### config.mk
export PLATFORM = sky130hd
export DESIGN_NAME = ea_gen
export DESIGN_NICKNAME = d
export VERILOG_FILES = /design/src/rtl/ea_gen.sv
export SDC_FILE = /design/constraint.sdc
export NUM_CORES = 1
export LEC_CHECK = 0
export CAP_MARGIN = 20
export CORE_MARGIN = 2
export CORE_UTILIZATION = 46
export DETAILED_ROUTE_END_ITERATION = 7
export DONT_BUFFER_PORTS = 1
export PLACE_DENSITY_LB_ADDON = 0.2
export SLEW_MARGIN = 20
export SYNTH_ARGS = -nofsm -noshare
export SYNTH_HDL_FRONTEND = slang
export SYNTH_SLANG_ARGS = --single-unit
export TNS_END_PERCENT = 10
### constraint.sdc
create_clock -name clk -period 12.4 [get_ports clk]
set_input_delay 0.62 -clock clk [delete_from_list [all_inputs] [get_ports clk]]
set_output_delay 0.62 -clock clk [all_outputs]
set_load 0.02 [all_outputs]
### src/rtl/ea_gen.sv
module ea_gen #(
  parameter int AW = 32
) (
  input  logic          clk,
  input  logic          rst_n,
  input  logic          req_i,
  input  logic [2:0]    mode_i,
  input  logic [1:0]    size_i,
  input  logic [2:0]    reg_num_i,
  input  logic [AW-1:0] base_i,
  input  logic [AW-1:0] pc_i,
  input  logic [AW-1:0] idx_i,
  input  logic          idx_long_i,
  input  logic [AW-1:0] ext_i,
  output logic          res_vld_o,
  output logic [AW-1:0] addr_o,
  output logic          addr_err_o,
  output logic          wb_en_o,
  output logic [AW-1:0] wb_val_o
);
  localparam logic [2:0] M_IND = 3'd0, M_INC = 3'd1, M_DEC = 3'd2, M_D16 = 3'd3,
                         M_IX = 3'd4, M_ABS = 3'd5, M_PCD = 3'd6, M_PCX = 3'd7;

  logic [AW-1:0] step, d16, d8, ix, root, bumped, dropped, ea;
  logic          is_byte;

  assign is_byte = (size_i == 2'd0);
  assign step    = is_byte ? ((reg_num_i == 3'd7) ? AW'(2) : AW'(1))
                 : (size_i == 2'd1) ? AW'(2) : AW'(4);
  assign d16     = {{(AW-16){ext_i[15]}}, ext_i[15:0]};
  assign d8      = {{(AW-8){ext_i[7]}}, ext_i[7:0]};
  assign ix      = idx_long_i ? idx_i : {{(AW-16){idx_i[15]}}, idx_i[15:0]};
  assign root    = (mode_i == M_PCD || mode_i == M_PCX) ? pc_i : base_i;
  assign bumped  = base_i + step;
  assign dropped = base_i - step;

  always_comb begin
    unique case (mode_i)
      M_DEC:        ea = dropped;
      M_D16, M_PCD: ea = root + d16;
      M_IX, M_PCX:  ea = root + ix + d8;
      M_ABS:        ea = ext_i;
      default:      ea = base_i;
    endcase
  end

  always_ff @(posedge clk) begin
    if (!rst_n) begin
      res_vld_o  <= 1'b0;
      wb_en_o    <= 1'b0;
      addr_o     <= '0;
      addr_err_o <= 1'b0;
      wb_val_o   <= '0;
    end else begin
      res_vld_o <= req_i;
      wb_en_o   <= req_i && (mode_i == M_INC || mode_i == M_DEC);
      if (req_i) begin
        addr_o     <= ea;
        addr_err_o <= !is_byte && ea[0];
        wb_val_o   <= (mode_i == M_INC) ? bumped : dropped;
      end
    end
  end


  wb_only_when_valid_chk: assert property (@(posedge clk) disable iff (!rst_n)
    wb_en_o |-> res_vld_o);


  vld_follows_req_chk: assert property (@(posedge clk) disable iff (!rst_n)
    res_vld_o |-> $past(req_i));


  abs_passthru_chk: assert property (@(posedge clk) disable iff (!rst_n)
    (res_vld_o && $past(mode_i) == M_ABS) |-> (addr_o == $past(ext_i) && !wb_en_o));


  predec_same_chk: assert property (@(posedge clk) disable iff (!rst_n)
    (res_vld_o && $past(mode_i) == M_DEC) |-> (wb_en_o && wb_val_o == addr_o));


  postinc_base_chk: assert property (@(posedge clk) disable iff (!rst_n)
    (res_vld_o && $past(mode_i) == M_INC) |-> (addr_o == $past(base_i)));


  byte_no_err_chk: assert property (@(posedge clk) disable iff (!rst_n)
    (res_vld_o && $past(size_i) == 2'd0) |-> !addr_err_o);
endmodule

# Yosys cells after proc, flatten, opt, wreduce, memory -nomap -nowiden
# Index checks and enable logic that the tools add are counted.
# Widths: inputs -> output; s select.
[totals]
reg_bits = 67
inputBits = 140
out_inout_bits = 67
wordCells = 34
[op_classes]
add_sub_neg = 5
eq_ne = 9
muxes = 7
reduce_logical = 8
[ops]
columns = ["operator", "count"]
rows = [
  ["$pmux 32 s4", 1],
  ["$add 32x32->32", 3],
  ["$mux 32", 3],
  ["$add 32x3->32", 1],
  ["$sub 32x3->32", 1],
  ["$eq 3x3->1 const B", 5],
  ["$eq 3x2->1 const B", 2],
  ["$mux 3", 2],
  ["$reduce_or 2->1", 2],
  ["$eq 3x1->1 const B", 1],
  ["$eq 2x1->1 const B", 1],
  ["$logic_and 1x1->1", 2],
  ["$logic_not 2->1", 1],
  ["$logic_or 1x1->1", 2],
  ["$mux 2", 1],
  ["$logic_not 1->1", 1],
]

# Depth between registers and ports, before layout
# Gate-level depths: netlist of the first run.
[logic_depth]
depth_word = 7
depth_mapped = 15
ltp_nobuf = 13

# Worst setup path after synthesis of the first run
# OpenSTA, ideal clock, no wires.
[synth_timing]
path_type = "input to register"
startpoint = "input port mode_i[1]"
endpoint = "register addr_o[27]"
arrival_ns = 4.473
required_time_ns = 12.276
slack_ns = 7.803
stages = 14
n_path_buf = 2
path_cell_list = "clkbuf_1 nand2_1 clkbuf_1 mux2_2 fa_1 ha_1 a211oi_1 o211ai_1 a221o_1 or3_1 o22ai_1 mux2_2 a221oi_1 o21ai_0"
[synth_between]
elab_chain_cells = 6
[synth_rtl]
columns = ["item", "line_no", "text"]
rows = [
  ["from (decl)", "7", "input logic [2:0] mode_i,"],
  ["$eq 3x3->1", "33, 38", ""],
  ["$logic_or 1x1->1", "33", "assign root = (mode_i == M_PCD || mode_i == M_PCX) ? pc_i : base_i;"],
  ["$mux 32", "33", ""],
  ["$add 32x32->32 (2 in series)", "41", "M_IX, M_PCX: ea = root + ix + d8;"],
  ["$pmux 32 s4 *", "38", "unique case (mode_i)"],
  ["to (signal assigned)", "51", "addr_o <= '0;"],
  ["to (signal assigned)", "58", "addr_o <= ea;"],
  ["to (decl)", "16", "output logic [AW-1:0] addr_o,"],
]
# Every way passes the cells marked *; elsewhere a longest branch is shown, timed or not.
# A chain may end at the register's enable or synchronous reset.

# Worst setup path in the final report of the first run
[layout_timing]
startpoint = "input port mode_i[2]"
endpoint = "register addr_o[27]"
# Same word-level chain as after synthesis.

==> results of run 1 <==
==> metal layers <==
layer	routed length, um	GRT usage [%]	vias to the layer above
met4	822	7.99	4
met5	27	0	-
met3	4660	8.62	67
met2	15300	45.3	630
met1	16100	45.8	4704
li1	-	-	4698
==> worst max-delay path by stage <==
stage | from | end | slack, ns | cells past startpoint
floorplan | mode_i[1] | addr_o[27] | 7.80 | 14
global placement | mode_i[2] | addr_o[27] | 7.46 | 13
detailed placement | mode_i[2] | addr_o[27] | 7.29 | 13
CTS | mode_i[2] | addr_o[27] | 7.67 | 13
global route | mode_i[2] | addr_o[30] | 7.38 | 13
finish | mode_i[2] | addr_o[27] | 7.62 | 13
==> critical path, cell delays in order <==
cell and delay [ns]:
nand2_1 0.44, buf_4 0.45, mux2_2 0.43, fa_1 0.46
ha_1 0.36, a211oi_1 0.31, o211ai_1 0.17, a221o_1 0.38
or3_1 0.31, o22ai_1 0.32, mux2_2 0.39, a221oi_1 0.23
o21ai_0 0.10
==> final cells by class <==
class	instances	area (um^2)	area share (%)
diodes	8	20.0	0.194
clock buffers	10	239	2.32
clock inverters	5	77.6	0.753
inverters	34	128	1.24
multi-input cells	1110	8080	78.5
flip-flops and latches	67	1340	13.0
well taps	275	344	3.34
repair buffers	9	67.6	0.656
==> power groups by stage <==
stage	registers [W]	logic (W)	clock network, W
final	0.000277	0.000572	0.000288
after CTS	0.000277	0.000556	0.000288
after global placement	0.000281	0.000552	0
after detailed placement	0.000281	0.000553	0
after global routing	0.000279	0.000624	0.000295
after floorplan	0.000272	0.000441	0
==> cells by family after synthesis <==
logic type,Yosys count
and+or+nand+nor,424
buffers and inverters,124
muxes,69
xor gates and xnor gates,92
AOI/OAI and AO/OA,423
DFF,67
adders and majority gates,102
==> per-stage QoR <==
stage	cells	worst slack, ns	util [%]
after floorplan	1301	7.80	-
after global placement	1495	7.46	47.1
after detailed placement	1495	7.29	47.1
after CTS	1510	7.67	48.6
after global routing	1512	7.38	48.6
final	1518	7.62	48.7
==> state kept, by name (all words and copies together), names as in the netlist <==
signal / count
addr_o: 32
addr_err_o: 1
res_vld_o: 1
wb_en_o: 1
wb_val_o: 32
==> synthesized netlist by cell type, drive strengths merged, types with 6 or more instances <==
cell type  count  area share, %
o22ai          9           0.63
a221oi        15            1.3
inv           33            1.2
o21ai         98            4.9
fa            35            7.0
nand2b        11           0.69
o211a          7           0.70
or4            6           0.56
o21a          12           0.90
ha            67            8.4
nor2b         34            2.1
and2          12           0.75
nor3          29            1.8
a32oi          7           0.61
dfxtp         67             13
a211oi        16            1.3
o31ai          6           0.45
clkbuf        69            3.1
o211ai        14            1.1
or3           18            1.3
buf           20            1.4
a22oi         11           0.83
o221ai        10           0.88
nand4         19            1.4
mux2          35            3.9
nand2        138            5.2
o21bai         9           0.68
mux2i         34            3.4
a21oi        112            5.6
or2            9           0.56
xor2          33            2.9
a31oi         13           0.81
xnor2         59            5.2
a21boi        11           0.83
nand3         32            1.6
nor4          12            1.1
a221o          6           0.60
nor2          74            2.8
and3          11           0.70
a21o          26            2.0
==> metrics.md, run 1 <==
| Metric | Value |
|---|---|
| Starting Density | 47.3% |
| Power per cell area | about 110 nW/um^2 |
| Fill cells | between 2k and 2.5k |
| Routed len/inst | around 24 um |
| Root Driver | clkbuf_16 |
| Final setup viols | 0 |
| Main synth FF type | dfxtp_1 |
| R2r setup slk | 10.97 ns |
| Drt first pass iters | 8 |
| Seq pwr share | between 20% and 30% |
| Max_cap viols | 0 |
| Post-synth EDFFs | 0 |
| Final instance area | 10300 um^2 |
| Min-Delay Endpoint | addr_o[23] |
| # DRC | 0 |
| Vias per cell | between 6 and 7 |
| Ys Warns | 0 |
| Post-synthesis simple-gate area fraction | approximately 22% |
| Commonest non-fill, non-tap cell in the layout | nand2_1 |
| Final wirelength | between 30 and 40 mm |
| Clock skew after layout | 0 ns |
| CTS buffer count | 9 |
| First-pass GRT wire length | about 55 mm |
| Clock sinks | 67 |
| CP arrival | between 5 and 6 ns |
| Worst R2R Path Depth | 5 |
| Psw | approximately 0.0005 W |
| Minimum clock period | ~4.8 ns |
| Largest net degree at the start of global routing | 54 |
| Startpoint Class | primary input |
| Longest Clk Path Bufs | 2 |
| P_int | approximately 0.00064 W |
| Initial antenna violation count | 7 |
| Final total power | approximately 0.0011 W |
| Async SR Flop Fraction | 0% |
| FMAX | between 0.2 and 0.25 GHz |
| Least-Margin Pin Slew | 0.908 ns |
| Syn Inst Count | about 1.3k |
| Status | finished clean |
| Syn_nets | 1543 |
| Hold depth | 1 |
| Slew Limit Fails | 0 |
| Worst Path Required | 12.63 ns |
| Detailed Place HPWL | 29.0 mm |
| Hold Path Class | in -> reg |
| Die area | around 23000 um^2 |
| Critical Path Fanout Max | 37 |
| Final RePlAce weighted congestion | just over 1 |
| Die Wd | 151 um |
| IO buf count | 0 |
| Adder-cell share of the synthesized area | 15.4% |
| Post-Synth XOR/XNOR Area | 8.06% |
| Detail Route Antenna Nets | 0 |
| Die Y | around 150 um |
| Sequential share of the synthesized area | between 10% and 20% |
| Largest family of logic cells by synthesized area | compound AO/OA/AOI/OAI gates |
| Final hold slack | roughly 0.38 ns |
| Most frequent cells in the layout | nand2_1 (138), a21oi_1 (112), o21ai_0 (90) |
| H-tree depth | 3 |
| Synthesized area per cell | between 7 and 8 um^2 |
| Vias in the first global route | 8955 |
| Area Overhead vs Synth | 2.94% |
| Clk pwr share | between 20 and 30% |
| WS Path Type | in -> reg |
| Total number of vias | 10.1k |
| Worst reg2reg startpoint | addr_o[28] |
| Final Cycle Share | roughly two fifths |
| Post-synthesis cell area | ~10000 um^2 |
| Post-CTS sizing | 0 |
| RSZ-0062 raised after global routing | false |
| Crit path capture type | register |
| Worst hold start | req_i |
| Worst-path clk slew | around 0.060 ns |
| Buffer count from post-CTS setup fixing | 0 |
| Sw Ratio | about 43% |
| GRT Overall Usage | 31.4% |
| Worst vdd ir | approximately 0.065 mV |
| Core Footprint | ~21000 um^2 |
| Final hold vios | 0 |
| Logic pwr share | slightly above 50% |
| Starting DRT DRC Count | about 970 |
| Leak | roughly 4.1 nW |
| I/O pins | 207 |
| Post-synthesis mux area share | 7.34% |
| Skew-Pair Late Insertion Delay | approximately 0.34 ns |
| RR Endpoint | addr_o[28] |
| Count of different cell masters after synthesis | between 80 and 90 |
| Net count, final | 1473 |
| TritonCTS clock tree | built |
| Layout cell share with drive strength beyond 1 | just under 8% |
| Setup TNS | 0 ns |
| Hold-fix buffers, CTS | 0 |
| Relative slew slack | between 30% and 40% |
| Rows | 53 |
| Synth Area in Compound Gates | about 28% |
| Synthesis-stage register bit count | 67 |
| Gr ovfl total | 0 |
| Placed cell area | ~10000 um^2 |
Power figures use the tool's default switching activity.
==> inputs of run 2 (changes only) <==
==> constraint.sdc (replaced) <==
create_clock -name clk -period 4.65 [get_ports clk]
set_input_delay 0.2325 -clock clk [delete_from_list [all_inputs] [get_ports clk]]
set_output_delay 0.2325 -clock clk [all_outputs]
set_load 0.02 [all_outputs]
==> run 2 against run 1 <==
Effect of this change:
- clock power grew to 2.9 times the previous value
- register-to-register slack got worse by 7.9 ns
- via count is 2.0% lower
- design area up 0.64%
- combinational power grew to 2.7 times the previous value
- final cell count is 0.40% higher
- first-iteration DRC count is 6.6% lower
- routed wire length increased by 0.11%
- clock skew is the same
- flip-flop and latch count stayed put
- largest cell class unchanged
- sequential power increased to 2.7 times the previous value
==> metrics.md, run 2 (synthesis gave the netlist of run 1 again) <==
| Metric | Value |
|---|---|
| Status | finished clean |
| Starting Density | 47.3% (unchanged) |
| Detail Route Antenna Nets | 0 (unchanged) |
| Final setup margin | 0.804 ns (-6.82 ns) |
| Starting DRT DRC Count | 905 (-6.6%) |
| Final hold slack | 0.0137 ns (-0.369 ns) |
| Rows | 53 (unchanged) |
| Leak | 4.09 nW (+0.67%) |
| FMAX | around 0.26 GHz |
| Critical Path Fanout Max | 42 (+14%) |
| Gr ovfl total | 0 (unchanged) |
| Initial antenna violation count | 8 (+1) |
| Vias per cell | 6.50 (-2.3%) |
| Minimum clock period | between 3 and 4 ns |
| WS Path Type | in -> reg |
| Multi-input gate area | 8080 um^2 (unchanged) |
| Fill cells | 2112 (-0.85%) |
| Critical Path Source | mode_i[1] |
| Worst R2R Path Depth | 5 (unchanged) |
| Longest Clk Path Bufs | 2 (unchanged) |
| Hold Path Class | in -> reg |
| GR Layer Usage met2 | 44.2% (-1.0 points) |
| Final setup viols | 0 (unchanged) |
| CP arrival | 4.08 ns (-0.93 ns) |
| I/O pins | 207 (unchanged) |
| Slew Limit Fails | 0 (unchanged) |
| Die Wd | 151 um (unchanged) |
| Final hold vios | 0 (unchanged) |
| IO buf count | 0 (unchanged) |
| Max_cap viols | 0 (unchanged) |
| RSZ-0062 raised after global routing | false |
| Post-CTS sizing | 0 (unchanged) |
| Clock skew after layout | 0 ns (unchanged) |
| GRT Overall Usage | 31.6% (+0.22 points) |
| Layout cell share with drive strength beyond 1 | 8.14% (+0.28 points) |
| Worst Path Required | 4.88 ns (-7.75 ns) |
| Worst-path clk slew | 0.07 ns (about the same) |
| Core Footprint | 21200 um^2 (unchanged) |
| Worst vdd ir | 0.185 mV (+190%) |
| Register area | 1340 um^2 (unchanged) |
| Final wirelength | 37.0 mm (+0.11%) |
| GR peak layer | met1 |
| M1 GR Usage | 46.9% (+1.1 points) |
| Commonest non-fill, non-tap cell in the layout | nand2_1 |
| Area Overhead vs Synth | 3.60% |
| Die Y | 151 um (unchanged) |
| Final Core Density | 49.0% (+0.31 points) |
| Total number of vias | 9905 (-2.0%) |
| Pre-CTS worst setup slack | 0.489 ns (-6.80 ns) |
| Drt first pass iters | 5 (-3) |
| Top flop regs | addr_o x32, wb_val_o x32 |
| Power per cell area | 299 nW/um^2 (+170%) |
| Root Driver | clkbuf_16 |
| Vias in the first global route | 8979 (+0.27%) |
| Least-Margin Pin Slew | 1.00 ns (+0.0942 ns) |
| Detailed Place HPWL | 28.8 mm (-0.64%) |
| Post-placement cell count | 1499 (+0.27%) |
| Post-route non-filler standard cell count | 1524 (+0.40%) |
| RR Endpoint | addr_o[28] |
| TritonCTS clock tree | built |
| Final RePlAce weighted congestion | 1.01 (+0.44%) |
| # DRC | 0 (unchanged) |
| Net count, final | 1478 (+0.34%) |
| Setup crit end | addr_o[27] |
| Startpoint Class | primary input |
| Final Cycle Share | slightly above 80% |
| Crit path capture type | register |
| Clock sinks | 67 (unchanged) |
| Setup TNS | 0 ns (unchanged) |
| Relative slew slack | 33.2% (-4.7 points) |
| H-tree depth | 3 (unchanged) |
| Met3 Use GR | 8.11% (-0.51 points) |
| Die area | 22900 um^2 (unchanged) |
| Routed len/inst | 24.3 um (-0.29%) |
| Most frequent cells in the layout | nand2_1 (138), a21oi_1 (112), o21ai_0 (90) |
| Skew-Pair Late Insertion Delay | 0.35 ns (about the same) |
| CTS buffer count | 9 (unchanged) |
| First-pass GRT wire length | 55.0 mm (+0.71%) |
| R2r setup slk | 3.07 ns (-7.90 ns) |
| Largest net degree at the start of global routing | 52 (-3.7%) |
| Worst reg2reg startpoint | addr_o[28] |
-- run 2: timing repair --
item                                   4_1_cts  5_1_grt
setup buffers                                0        0
endpoints found under the hold margin        3        0
hold buffers                                 1        0
-- run 2: final cells by class --
class | count | share of cell area (%)
inverters | 34 | 1.23
well taps | 275 | 3.32
diodes | 8 | 0.193
clock inverters | 6 | 1.10
multi-input cells | 1110 | 78.0
repair buffers | 14 | 1.04
clock buffers | 10 | 2.21
flip-flops and latches | 67 | 12.9
-- run 2: how the worst min path moves through the flow --
stage | slack (ns) | depth (start not counted) | to | start
after detailed placement | 0.34 | 1 | addr_o[23] | req_i
after global placement | 0.34 | 1 | addr_o[23] | req_i
after floorplan | 0.41 | 2 | wb_val_o[31] | base_i[31]
after global routing | 0.01 | 1 | addr_err_o | rst_n
final | 0.01 | 1 | wb_val_o[22] | rst_n
after CTS | 0.008 | 1 | addr_err_o | rst_n
-- run 2: critical path, cell delays in order --
cell and delay, ns:
nand2_1 0.07, buf_4 0.32, mux2_2 0.42, fa_1 0.46
ha_1 0.37, a211oi_1 0.31, o211ai_1 0.16, a221o_1 0.38
or3_1 0.32, o22ai_1 0.29, mux2_2 0.39, a221oi_1 0.23
o21ai_0 0.11
-- run 2: metrics by stage --
step | total power, W | cell area, um^2
5_1_grt | 0.00326 | 10400
2_1_floorplan | 0.00190 | 10000
3_3_place_gp | 0.00223 | 9990
6_report | 0.00309 | 10400
3_5_place_dp | 0.00223 | 9990
4_1_cts | 0.00305 | 10300
-- run 2: power breakdown --
group / leakage (nW) / switching [W] / total (W) / internal (W)
Clock: 0.159 / 0.000301 / 0.000827 / 0.000526
Sequential: 0.554 / 0.000111 / 0.000737 / 0.000626
Combinational: 3.38 / 0.000915 / 0.00153 / 0.000615
Total: 4.09 / 0.00133 / 0.00309 / 0.00177
-- run 2: per-layer routing --
layer,share of wire [%],routed length (um),vias up
met2,41,15100,508
met4,3.0,1120,6
met1,45,16500,4630
met3,11,4250,73
li1,-,-,4688
met5,0.13,47,-
